==> src/rtl/da_fir4_pkg.sv <==
`timescale 1ns/1ps
package da_fir4_pkg;
  typedef enum logic {LD_IDLE = 1'b0, LD_FILL = 1'b1} ld_state_e;
  typedef enum logic {AC_IDLE = 1'b0, AC_RUN = 1'b1} acc_state_e;

  // width of a partial sum of ntaps coefficients of cw bits
  function automatic int sum_width(input int cw, input int ntaps);
    return cw + $clog2(ntaps);
  endfunction
endpackage

==> src/rtl/da_coef_loader.sv <==
`timescale 1ns/1ps
module da_coef_loader
  import da_fir4_pkg::*;
#(
  parameter int NTAPS  = 4,
  parameter int COEF_W = 8,
  parameter int SUM_W  = sum_width(COEF_W, NTAPS)
) (
  input  logic                    clk,
  input  logic                    rst_n,
  input  logic                    start_i,
  input  logic [NTAPS*COEF_W-1:0] coefs_i,
  output logic                    fill_o,
  output logic [SUM_W-1:0]        entry_o
);
  localparam int EXT_W = SUM_W - COEF_W;

  ld_state_e         st;
  logic [NTAPS-1:0]  idx;
  logic [COEF_W-1:0] c_q [NTAPS];

  always_ff @(posedge clk) begin
    if (!rst_n) begin
      st  <= LD_IDLE;
      idx <= '0;
      for (int k = 0; k < NTAPS; k++) c_q[k] <= '0;
    end else begin
      case (st)
        LD_IDLE: if (start_i) begin
          for (int k = 0; k < NTAPS; k++) c_q[k] <= coefs_i[k*COEF_W +: COEF_W];
          idx <= '1;
          st  <= LD_FILL;
        end
        LD_FILL: begin
          idx <= idx - 1'b1;
          if (idx == '0) st <= LD_IDLE;
        end
        default: st <= LD_IDLE;
      endcase
    end
  end

  // entry for address idx: sum of coefficients whose address bit is set
  always_comb begin
    entry_o = '0;
    for (int k = 0; k < NTAPS; k++) begin
      if (idx[k]) entry_o = entry_o + {{EXT_W{c_q[k][COEF_W-1]}}, c_q[k]};
    end
  end

  assign fill_o = (st == LD_FILL);
endmodule

==> src/rtl/da_srl_table.sv <==
`timescale 1ns/1ps
module da_srl_table #(
  parameter int NTAPS = 4,
  parameter int SUM_W = 10
) (
  input  logic             clk,
  input  logic             rst_n,
  input  logic             shift_i,
  input  logic [SUM_W-1:0] din_i,
  input  logic [NTAPS-1:0] addr_i,
  output logic [SUM_W-1:0] dout_o
);
  localparam int DEPTH = 1 << NTAPS;

  logic [DEPTH*SUM_W-1:0] flat;

  // cell 0 takes new data; cell g takes cell g-1 on each shift
  for (genvar g = 0; g < DEPTH; g++) begin : g_cell
    logic [SUM_W-1:0] q;
    logic [SUM_W-1:0] nxt;
    if (g == 0) begin : g_head
      assign nxt = din_i;
    end else begin : g_body
      assign nxt = g_cell[g-1].q;
    end
    always_ff @(posedge clk) begin
      if (!rst_n)       q <= '0;
      else if (shift_i) q <= nxt;
    end
    assign flat[g*SUM_W +: SUM_W] = q;
  end

  assign dout_o = flat[addr_i*SUM_W +: SUM_W];
endmodule

==> src/rtl/da_serial_acc.sv <==
`timescale 1ns/1ps
module da_serial_acc
  import da_fir4_pkg::*;
#(
  parameter int NTAPS  = 4,
  parameter int DATA_W = 8,
  parameter int SUM_W  = 10,
  parameter int RES_W  = 19
) (
  input  logic                      clk,
  input  logic                      rst_n,
  input  logic                      start_i,
  input  logic [NTAPS*DATA_W-1:0]   samples_i,
  input  logic [SUM_W-1:0]          tab_i,
  output logic [NTAPS-1:0]          addr_o,
  output logic                      run_o,
  output logic                      done_o,
  output logic signed [RES_W-1:0]   sum_o
);
  localparam int CNT_W = (DATA_W > 1) ? $clog2(DATA_W) : 1;
  localparam int EXT_W = RES_W - SUM_W;

  acc_state_e               st;
  logic [CNT_W-1:0]         cnt;
  logic signed [RES_W-1:0]  acc;
  logic [DATA_W-1:0]        xs [NTAPS];
  logic signed [RES_W-1:0]  tab_x;
  logic signed [RES_W-1:0]  term;
  logic                     last;

  for (genvar k = 0; k < NTAPS; k++) begin : g_addr
    assign addr_o[k] = xs[k][0];
  end

  assign tab_x = {{EXT_W{tab_i[SUM_W-1]}}, tab_i};
  assign term  = tab_x <<< cnt;
  assign last  = (cnt == CNT_W'(DATA_W - 1));
  assign sum_o = last ? (acc - term) : (acc + term);
  assign run_o = (st == AC_RUN);
  assign done_o = run_o && last;

  always_ff @(posedge clk) begin
    if (!rst_n) begin
      st  <= AC_IDLE;
      cnt <= '0;
      acc <= '0;
      for (int k = 0; k < NTAPS; k++) xs[k] <= '0;
    end else begin
      case (st)
        AC_IDLE: if (start_i) begin
          for (int k = 0; k < NTAPS; k++) xs[k] <= samples_i[k*DATA_W +: DATA_W];
          cnt <= '0;
          acc <= '0;
          st  <= AC_RUN;
        end
        AC_RUN: begin
          acc <= sum_o;
          cnt <= cnt + 1'b1;
          for (int k = 0; k < NTAPS; k++) xs[k] <= xs[k] >> 1;
          if (last) st <= AC_IDLE;
        end
        default: st <= AC_IDLE;
      endcase
    end
  end
endmodule

==> src/rtl/da_fir4.sv <==
`timescale 1ns/1ps
module da_fir4
  import da_fir4_pkg::*;
#(
  parameter int NTAPS  = 4,
  parameter int DATA_W = 8,
  parameter int COEF_W = 8,
  localparam int SUM_W = sum_width(COEF_W, NTAPS),
  localparam int RES_W = SUM_W + DATA_W + 1
) (
  input  logic                    clk,
  input  logic                    rst_n,
  input  logic                    s_valid,
  output logic                    s_ready,
  input  logic [NTAPS*DATA_W-1:0] s_data,
  input  logic                    load_en,
  input  logic [NTAPS*COEF_W-1:0] load_coefs,
  output logic                    busy,
  output logic                    m_valid,
  input  logic                    m_ready,
  output logic [RES_W-1:0]        m_result
);
  logic                    fill;
  logic [SUM_W-1:0]        entry;
  logic [NTAPS-1:0]        addr;
  logic [SUM_W-1:0]        tab;
  logic                    run;
  logic                    done;
  logic signed [RES_W-1:0] sum;
  logic                    ld_start;
  logic                    s_take;

  assign busy     = fill || run;
  assign ld_start = load_en && !busy;
  assign s_ready  = !busy && !m_valid && !load_en;
  assign s_take   = s_valid && s_ready;

  da_coef_loader #(.NTAPS(NTAPS), .COEF_W(COEF_W), .SUM_W(SUM_W)) u_loader (
    .clk(clk), .rst_n(rst_n), .start_i(ld_start), .coefs_i(load_coefs),
    .fill_o(fill), .entry_o(entry)
  );

  da_srl_table #(.NTAPS(NTAPS), .SUM_W(SUM_W)) u_table (
    .clk(clk), .rst_n(rst_n), .shift_i(fill), .din_i(entry),
    .addr_i(addr), .dout_o(tab)
  );

  da_serial_acc #(.NTAPS(NTAPS), .DATA_W(DATA_W), .SUM_W(SUM_W), .RES_W(RES_W)) u_acc (
    .clk(clk), .rst_n(rst_n), .start_i(s_take), .samples_i(s_data),
    .tab_i(tab), .addr_o(addr), .run_o(run), .done_o(done), .sum_o(sum)
  );

  always_ff @(posedge clk) begin
    if (!rst_n) begin
      m_valid  <= 1'b0;
      m_result <= '0;
    end else if (done) begin
      m_valid  <= 1'b1;
      m_result <= sum;
    end else if (m_ready) begin
      m_valid  <= 1'b0;
    end
  end
endmodule

==> config.mk <==
export PLATFORM = sky130hd
export DESIGN_NAME = da_fir4
export DESIGN_NICKNAME = d
export VERILOG_FILES = /design/src/rtl/da_fir4_pkg.sv /design/src/rtl/da_coef_loader.sv /design/src/rtl/da_srl_table.sv /design/src/rtl/da_serial_acc.sv /design/src/rtl/da_fir4.sv
export SDC_FILE = /design/constraint.sdc
export NUM_CORES = 1
export LEC_CHECK = 0
export BUFFER_PORTS_ARGS = -buffer_cell sky130_fd_sc_hd__buf_2
export CAP_MARGIN = 20
export CORE_ASPECT_RATIO = 0.6
export CORE_MARGIN = 10
export CORE_UTILIZATION = 30
export DETAILED_ROUTE_END_ITERATION = 10
export SLEW_MARGIN = 20
export SYNTH_ARGS = -nofsm -noshare
export SYNTH_HDL_FRONTEND = slang
export SYNTH_HIERARCHICAL = 1
export SYNTH_SLANG_ARGS = --single-unit
==> constraint.sdc <==
create_clock -name clk -period 5.5 [get_ports clk]
set_clock_uncertainty 0.2 [all_clocks]
set_input_delay 1.1 -clock clk [delete_from_list [all_inputs] [get_ports clk]]
set_output_delay 1.1 -clock clk [all_outputs]
set_load 0.01 [all_outputs]
* Yosys cells after proc, flatten, opt, wreduce, memory -nomap -nowiden *
Memories as Yosys holds them, arrays and structs flattened.
Cells that the tools add are included.

word-level totals
  register bits = 208
  memory bits (writable) = 64
  output and inout bits = 22
  word-level logic and storage cells = 104
  memories = 2

memories
  memory        depth  bits a word  rd ports  clocked after memory_dff  wr ports  RTL line              text
  u_acc.xs      4      8            4         0                         4         da_serial_acc.sv:26   logic [DATA_W-1:0] xs [NTAPS];
  u_loader.c_q  4      8            4         0                         4         da_coef_loader.sv:20  logic [COEF_W-1:0] c_q [NTAPS];

cells by class
  $add $sub $neg = 7
  $mul = 1
  eq/ne operators = 3
  shift operators = 2
  muxes and demuxes = 41
  bitwise gates (word level) = 14
  reductions and logical operators = 11

operators with widths
  kind                   count
  $shiftx A160 B9 Y10    1
  $mux W8                12
  $mux W10               4
  $mux W19               2
  $pmux W19 S2           1
  $add A10 B10 Y10       3
  $add A19 B19 Y19       1
  $sshl A10 B3 Y19       1
  $sub A19 B19 Y19       1
  $mux W1                16
  $or A1 B1 Y1           12
  $pmux W4 S2            1
  $mul A4 B3 Y7 const B  1
  $pmux W3 S2            1
  $logic_and A1 B1 Y1    5
  $logic_not A4 Y1       1
  $mux W4                1
  $ne A2 B2 Y1 const B   2
  $pmux W1 S2            2
  $sub A4 B1 Y4 const B  1
  $add A3 B1 Y3 const B  1
  $eq A3 B3 Y1 const B   1
  $logic_not A1 Y1       3
  $mux W3                1
  3 further kinds        4

* Longest topological paths before layout *
Gate-level depths: netlist of the first run.

  word-level depth = 11
  mapped depth = 26

* Modules after synthesis *
Netlist of the first run, hierarchy kept.

modules (own cells, without submodules)
  module          times used  cells each  area an instance (um2)  seq. area each (um2)
  da_srl_table    1           601         7,193.1                 3,203.1
  da_serial_acc   1           431         3,956.3                 1,401.3
  da_coef_loader  1           298         2,940.3                 1,061.0
  da_fir4         1           69          788.3                   400.4

* Worst setup path before layout of the first run *
No wires, ideal clock.

  path kind = reg2reg
  start point = reg u_loader.idx[0]
  end point = reg u_table.g_cell[0].q[9]
  setup time = 0.116 ns
  data arrival time = 4.622 ns
  required time = 5.184 ns
  setup slack = 0.562 ns
  cell stages (with the launch flop) = 24
  buffers on the path = 1
  path through = dfxtp_1 clkbuf_1 and2_1 ha_1 inv_1 fa_1 xnor2_1 mux2_2 ha_1 nor2b_1 o21ai_1 a21boi_1 or3_1 a221oi_1 a311o_1 ha_1 a21o_1 a31oi_1 nor4_1 nor3b_1 xnor2_1 xnor2_1 mux2i_1 nor2b_1

between the ends
  cells in the longest elaborated chain, start to end = 7

ends and longest elaborated chain
  what                    RTL line              text
  start, declared         da_coef_loader.sv:19  logic [NTAPS-1:0] idx;
  start signal, assigned  da_coef_loader.sv:35  idx <= idx - 1'b1;
  $mux W10 (*)            da_coef_loader.sv:47  if (idx[k]) entry_o = entry_o + {{EXT_W{c_q[k][COEF_W-1]}}, c_q[k]};
  $add A10 B10 Y10        da_coef_loader.sv:47
  $mux W10 (*)            da_coef_loader.sv:47
  $add A10 B10 Y10        da_coef_loader.sv:47
  $mux W10 (*)            da_coef_loader.sv:47
  $add A10 B10 Y10        da_coef_loader.sv:47
  $mux W10 (*)            da_coef_loader.sv:47
  via entry[9]            da_fir4.sv:24         logic [SUM_W-1:0] entry;
  end signal, assigned    da_srl_table.sv:28    else if (shift_i) q <= nxt;
  end, declared           da_srl_table.sv:19    logic [SUM_W-1:0] q;

The timed path passes the listed nets; every way through them passes the cells marked *.
A chain may end at the register's enable or synchronous reset.

* Worst setup path in the final report of the first run *
Same ends and word-level chain as after synthesis.

==> results.md, run 1 <==
* Via count at 10.4k
* Worst path most repeated cell: ha_1
* First-pass GRT wire length at 55,400 um
* CP Class: reg2reg
* Tot Pwr at 0.00627 W
* Power Dens Cells at 366 nW/um^2
* Dominant synthesized flop cell: dfxtp_1
* Final HPWL DP at 23,200 um
* Top Ports at 91
* HP Class: reg2reg
* Max IR drop VDD at 0.241 mV
* CTS Sinks at 272
* Pre-antenna DRT Iters at 5
* Fill count at 4,906
* Top post-synthesis cells by count: 210 x dfxtp_1, 197 x mux2i_1, 193 x nor2b_1, 62 x edfxtp_1, 59 x nor2_1
* Final Hold Fails at 0
* # nets final at 1,593
* Core area at 49,200 sq um
* Psw at 0.00204 W
* Slew Limit Fails at 0
* Routed wire per std cell at 15.8 um
* Design Area, Final at 17,200 sq um
* Synthesized flop and latch total at 272
* CP cell instances: buf_4, nand2_1, inv_1, ha_1, a211oi_4, o21ai_0, nor3b_2, xnor2_2, ha_1, o21ai_1, a21boi_1, or3_1, a221oi_1, a311o_1, ha_1, a21o_1, a31oi_4, o21ai_0, nor3b_2, xnor2_1, xnor2_1, mux2i_1, nor2b_1
* Critical Path RT at 5.81 ns
* Final WL at 33,800 um
* Seq/Total Area, Yosys at 40.8%
* Final setup vio count at 0
* Placed cells at 2,085
* Post-Syn Nets at 1,520
* Number of synthesized flops with an enable pin at 62
* Comb power frac at 32.3%
* Clock buffer depth at 3
* Die W at 308 um
* H-tree depth at 1
* Fmax at 190 MHz
* Share of layout cells above drive strength 1 at 17.8%
* Syn Inst Count at 1,399
* Clock latency on the worst-skew pair at 0.57 ns
* Switching Share at 32.5%
* Setup TNS at 0 ns
* Die Span Y at 193 um
* MaxCap Viol Count at 0
* Non-Filler Instances at 2,147
* Drt drc at 0
* Leading area contributor after synthesis: dfxtp_1
* Critical Path End Type: register
* Post-Syn Area at 14,900 sq um
* Initial DRC count at 553
* Initial antenna violation count at 3
* Initial core utilization at 30.2%
* CP Launch Type: register
* Largest cells by area after synthesis: dfxtp_1 28%, mux2i_1 13%, edfxtp_1 13%
* Clk slew on worst S/H paths at 0.06 ns
* Async SR Flop Fraction at 0%
* Leakage at 6.50 nW
* Critical-path top delay cell: or3_1
* CTS Buf Count at 29
* Row count at 63
* Vias per cell at 4.83
* Port bufs at 90
* Tmin final at 5.26 ns
* Detail Route Antenna Nets at 0
* Power share of the sequential group at 36.0%
* Grt total ovfl at 0
* Status: finished clean
* Internal power at 0.00423 W
* Cell variety after synth at 81
* Clock power share at 31.7%
* CP max FO at 11
* Placed cell area at 16,000 sq um
* CP arrival at 5.57 ns
* Synth warn at 6
* Synth-to-Final Area Change at 15.3%
* Clk root buf: clkbuf_16
* Tightest Pin Transition at 1.04 ns
* Vias in the first global route at 10.5k
* Slew headroom at 30.7%
* Global placement routability congestion at 0.880
* Pin count of the biggest net entering global routing at 112
* CTS tree: yes
* CP max stage delay at 0.34 ns
* Hold Buf Count CTS at 0
* GRT Overall Usage at 11.1%
* Area share of the largest cell type after synthesis at 28.3%
* Count leader, synth: dfxtp_1
* Fin crit share at 95.7%
* Die area at 59,200 sq um
* Syn_area_per_cell at 10.6 sq um
timing repair:
item | in CTS | in global routing
resized for setup | 1 | 20
cloned | 0 | 1
setup endpoints to repair | 1 | 10
pin swaps | 0 | 7
setup buffers | 0 | 5
cell type report:
class	instances	area, sq um	share of cell area (%)
repair buffers	132	815	4.75
clock buffers	44	908	5.30
inverters	42	158	0.919
diodes	2	5.00	0.0292
clock inverters	10	73.8	0.430
well taps	650	813	4.74
multi-input cells	995	8310	48.4
flip-flops and latches	272	6070	35.4
power by group through the flow:
stage,sequential [W],clock [W],combinational [W]
final,0.00226,0.00199,0.00202
after global routing,0.00227,0.00214,0.00224
after CTS,0.00226,0.00206,0.00198
after detailed placement,0.00230,0,0.00197
after global placement,0.00230,0,0.00193
after floorplan,0.00224,0,0.00154
cells by family (layout without fill, tap and decap cells):
group | Yosys count | after routing | synth area share [%]
xor gates and xnor gates | 49 | 49 | 2.94
adders and majority gates | 52 | 52 | 4.57
and+or+nand+nor | 410 | 410 | 15.4
muxes | 254 | 254 | 21.1
AOI/OAI and AO/OA | 230 | 230 | 11.3
buffers and inverters | 132 | 228 | 4.02
other | 0 | 2 | 0
DFF | 272 | 272 | 40.8
state kept, by name, indices dropped and copies added (netlist names):
register and count:
m_result 19, m_valid 1, u_acc/acc 19, u_acc/cnt 3
u_acc/run_o 1, u_acc/xs 32, u_loader/c_q 32, u_loader/fill_o 1
u_loader/idx 4, u_table/g_cell.nxt 10, u_table/g_cell.q 150
layout by cell type, fill, tap and decap left out, drive strengths merged, types with 10 or more instances in the layout:
cell type / count
dfxtp: 210
mux2i: 198
nor2b: 195
buf: 131
edfxtp: 62
nor2: 60
nand2: 56
a21oi: 49
ha: 48
clkbuf: 45
and2: 43
inv: 43
mux4: 41
a22o: 37
xnor2: 34
a22oi: 28
o21ai: 28
a21o: 16
xor2: 15
mux2: 15
nor3: 14
nand3: 14
a31oi: 12
a211oi: 10
worst max-delay path, delay by kind of cell (launching register included):
family	cells	cell delay, ns
multiplexers	1	0.10
buffers and inverters	2	0.24
AND/OR/NAND/NOR	5	0.98
adder cells (fa/ha/maj)	3	0.93
AO/OA/AOI/OAI	9	1.80
XOR/XNOR	3	0.62
flip-flops	1	0.31
through the flow:
step / hold WS (ns) / util (%) / worst slack (ns)
after global routing: 0.303 / 34.9 / -0.0251
after CTS: 0.272 / 34.6 / 0.00839
after floorplan: 0.241 / - / 0.562
after global placement: 0.255 / 32.6 / 0.0679
final: 0.275 / 34.9 / 0.237
after detailed placement: 0.263 / 32.6 / -0.0437
worst paths after layout:
kind         slack (ns)       startpoint                      to  cells past startpoint
max reg2reg        0.24  u_loader/idx[0]  u_table/g_cell[0].q[9]                     23
min reg2reg        0.28     u_acc/acc[0]            u_acc/acc[0]                      2
max                0.24  u_loader/idx[0]  u_table/g_cell[0].q[9]                     23
min                0.28     u_acc/acc[0]            u_acc/acc[0]                      2
layer usage:
| metal | wire [um] | global-route usage, % |
|---|---|---|
| met4 | 635 | 2.41 |
| met5 | 17 | 0 |
| met3 | 1380 | 1.96 |
| met1 | 17500 | 16.1 |
| met2 | 14300 | 16.9 |
Note: power is estimated with default switching activity, not from simulation.
==> run 2: changes to the inputs <==
--- a/config.mk
+++ b/config.mk
@@ -11,6 +11,7 @@
 export CORE_MARGIN = 10
 export CORE_UTILIZATION = 30
 export DETAILED_ROUTE_END_ITERATION = 10
+export RECOVER_POWER = 25
 export SLEW_MARGIN = 20
 export SYNTH_ARGS = -nofsm -noshare
 export SYNTH_HDL_FRONTEND = slang
==> run 2 against run 1 <==
Net effect: the flow now finishes with violations (max-capacitance violations, max-slew violations); sequential share of layout area is 0.067 points higher; worst hold slack hardly changed; wire length is 0.25% higher; worst setup slack worse by 0.013 ns; global-route usage stayed put; core utilization is 0.066 points lower; sequential power hardly changed; combinational power hardly changed; largest cell class unchanged; largest power group unchanged.
==> results.md, run 2 (synthesized netlist as in run 1, its figures left out) <==
* Share of layout cells above drive strength 1 at 16.3%
* Tmin final at 5.28 ns
* Largest registers: u_table/g_cell.q (150), u_acc/xs (32), u_loader/c_q (32)
* Failing checks: max-capacitance violations, max-slew violations
* Placed cell area at 16,000 sq um
* Slew Limit Fails at 57
* Die W at 308 um
* CTS Sinks at 272
* Final Hold Fails at 0
* Global placement routability congestion at 0.880
* Die Span Y at 193 um
* Drt drc at 0
* Top Ports at 91
* Clock buffer depth at 3
* Clock latency on the worst-skew pair at 0.58 ns
* # nets final at 1,593
* Initial antenna violation count at 3
* Critical-path top delay cell: or4bb_1
* Max reg flops at 150
* Via count at 10.4k
* Initial DRC count at 616
* MaxCap Viol Count at 1
* Vias in the first global route at 10.5k
* Fmax at 190 MHz
* Grt total ovfl at 0
* Top reg by flops: u_table/g_cell.q
* Status: complete, but fails checks
* Critical Path RT at 5.81 ns
* Row count at 63
* Slew headroom at -30.9%
* Clk slew on worst S/H paths at 0.06 ns
* CP Launch Type: register
* Core area at 49,200 sq um
* GRT Overall Usage at 11.1%
* Power Dens Cells at 367 nW/um^2
* Design Area, Final at 17,100 sq um
* Worst Path Buf+Inv at 2
* Final setup vio count at 0
* Detail Route Antenna Nets at 0
* Clk root buf: clkbuf_16
* Port bufs at 90
* CP Class: reg2reg
* H-tree depth at 1
* Critical path's top delay family: adder cells
* CP arrival at 5.58 ns
* CTS Buf Count at 29
* Fin crit share at 95.9%
* Routed wire per std cell at 15.8 um
* Commonest non-fill, non-tap cells in the layout: 209 x dfxtp_1, 193 x nor2b_1, 192 x mux2i_1
* Max IR drop VDD at 0.243 mV
* HP Class: reg2reg
* CP max stage delay at 0.50 ns
* Synth-to-Final Area Change at 15.1%
* Final WL at 33,900 um
* Hold Buf Count CTS at 0
* CTS tree: yes
* Tightest Pin Transition at 1.96 ns
* CP cell instances: and2_1, ha_1, inv_1, fa_1, mux2i_1, inv_1, fa_1, nor2b_1, o21ai_1, a21boi_1, o31ai_1, a2111o_1, o211ai_1, ha_1, or4bb_1, o221ai_1, nor3b_2, xnor2_1, xnor2_1, mux2i_1, nor2b_1
* Pre-CTS WS at -0.0437 ns
* First-pass GRT wire length at 55,400 um
* Leakage at 6.40 nW
* PnR worst setup slack at 0.225 ns
* Final HPWL DP at 23,200 um
* Pin count of the biggest net entering global routing at 112
* Critical Path End Type: register
* Most common cell after layout, fill and taps aside: dfxtp_1
* CP max FO at 4
* Die area at 59,200 sq um
* Initial core utilization at 30.2%
* Pre-antenna DRT Iters at 5
* Vias per cell at 4.84
==> run 2: changes by cell type in the layout (fill, tap and decap cells not counted), sizes merged <==
cell	delta
clkbuf	+22
buf	-22
==> run 2: report_power, final <==
part / leakage [nW] / internal [W] / switching [W]
Combinational: 3.55 / 0.000926 / 0.00110
Clock: 0.492 / 0.00115 / 0.000845
Sequential: 2.36 / 0.00216 / 0.0000973
Total: 6.40 / 0.00423 / 0.00204
==> run 2: final timing paths <==
| kind | endpoint | start | depth (start not counted) | slack, ns |
|---|---|---|---|---|
| max reg2reg | u_table/g_cell[0].q[9] | u_loader/c_q[0][0] | 21 | 0.22 |
| min reg2reg | u_acc/acc[0] | u_acc/acc[0] | 2 | 0.27 |
| max | u_table/g_cell[0].q[9] | u_loader/c_q[0][0] | 21 | 0.22 |
| min | u_acc/acc[0] | u_acc/acc[0] | 2 | 0.27 |
==> run 2: final cells by class <==
cell class | instances | area [sq um]
fill | 4921 | 32100
tap | 650 | 813
sequential | 272 | 6070
inverter | 42 | 158
clock buffer | 44 | 908
antenna | 2 | 5.00
multi-input combinational | 995 | 8310
timing repair buffer | 132 | 782
clock inverter | 10 | 73.8
==> run 2: worst register-to-register path, cell delays in order, from the launching register on <==
cell and delay, ns:
edfxtp_1 0.36, and2_1 0.17, ha_1 0.22, inv_1 0.09, fa_1 0.41, mux2i_1 0.39, inv_1 0.12, fa_1 0.45
nor2b_1 0.13, o21ai_1 0.09, a21boi_1 0.31, o31ai_1 0.17, a2111o_1 0.40, o211ai_1 0.12, ha_1 0.32, or4bb_1 0.50
o221ai_1 0.11, nor3b_2 0.10, xnor2_1 0.19, xnor2_1 0.15, mux2i_1 0.10, nor2b_1 0.12
==> run 2: what timing repair did <==
item,in CTS,in global routing
pin swaps,0,7
setup endpoints to repair,1,10
gates resized for setup,1,20
buffers inserted,0,5
endpoints found under the hold margin,0,0
gates cloned,0,1
==> run 2: metrics by stage <==
stage | utilization, % | hold slack [ns] | instances | setup TNS (ns) | total power, W
6_report | 34.8 | 0.275 | 2147 | 0 | 0.00628
5_1_grt | 34.8 | 0.303 | 2145 | -0.0327 | 0.00665
4_1_cts | 34.6 | 0.272 | 2139 | 0 | 0.00629
3_5_place_dp | 32.6 | 0.263 | 2085 | -0.0437 | 0.00426
3_3_place_gp | 32.6 | 0.255 | 2085 | 0 | 0.00423
2_1_floorplan | - | 0.241 | 1399 | 0 | 0.00379
==> run 2: layer usage <==
| layer | up-vias | track usage, % | part of all wire [%] |
|---|---|---|---|
| met5 | - | 0 | 0.050 |
| met2 | 179 | 16.9 | 42 |
| met3 | 40 | 1.96 | 4.0 |
| met1 | 4991 | 16.1 | 52 |
| met4 | 2 | 2.41 | 1.8 |
| li1 | 5172 | - | - |
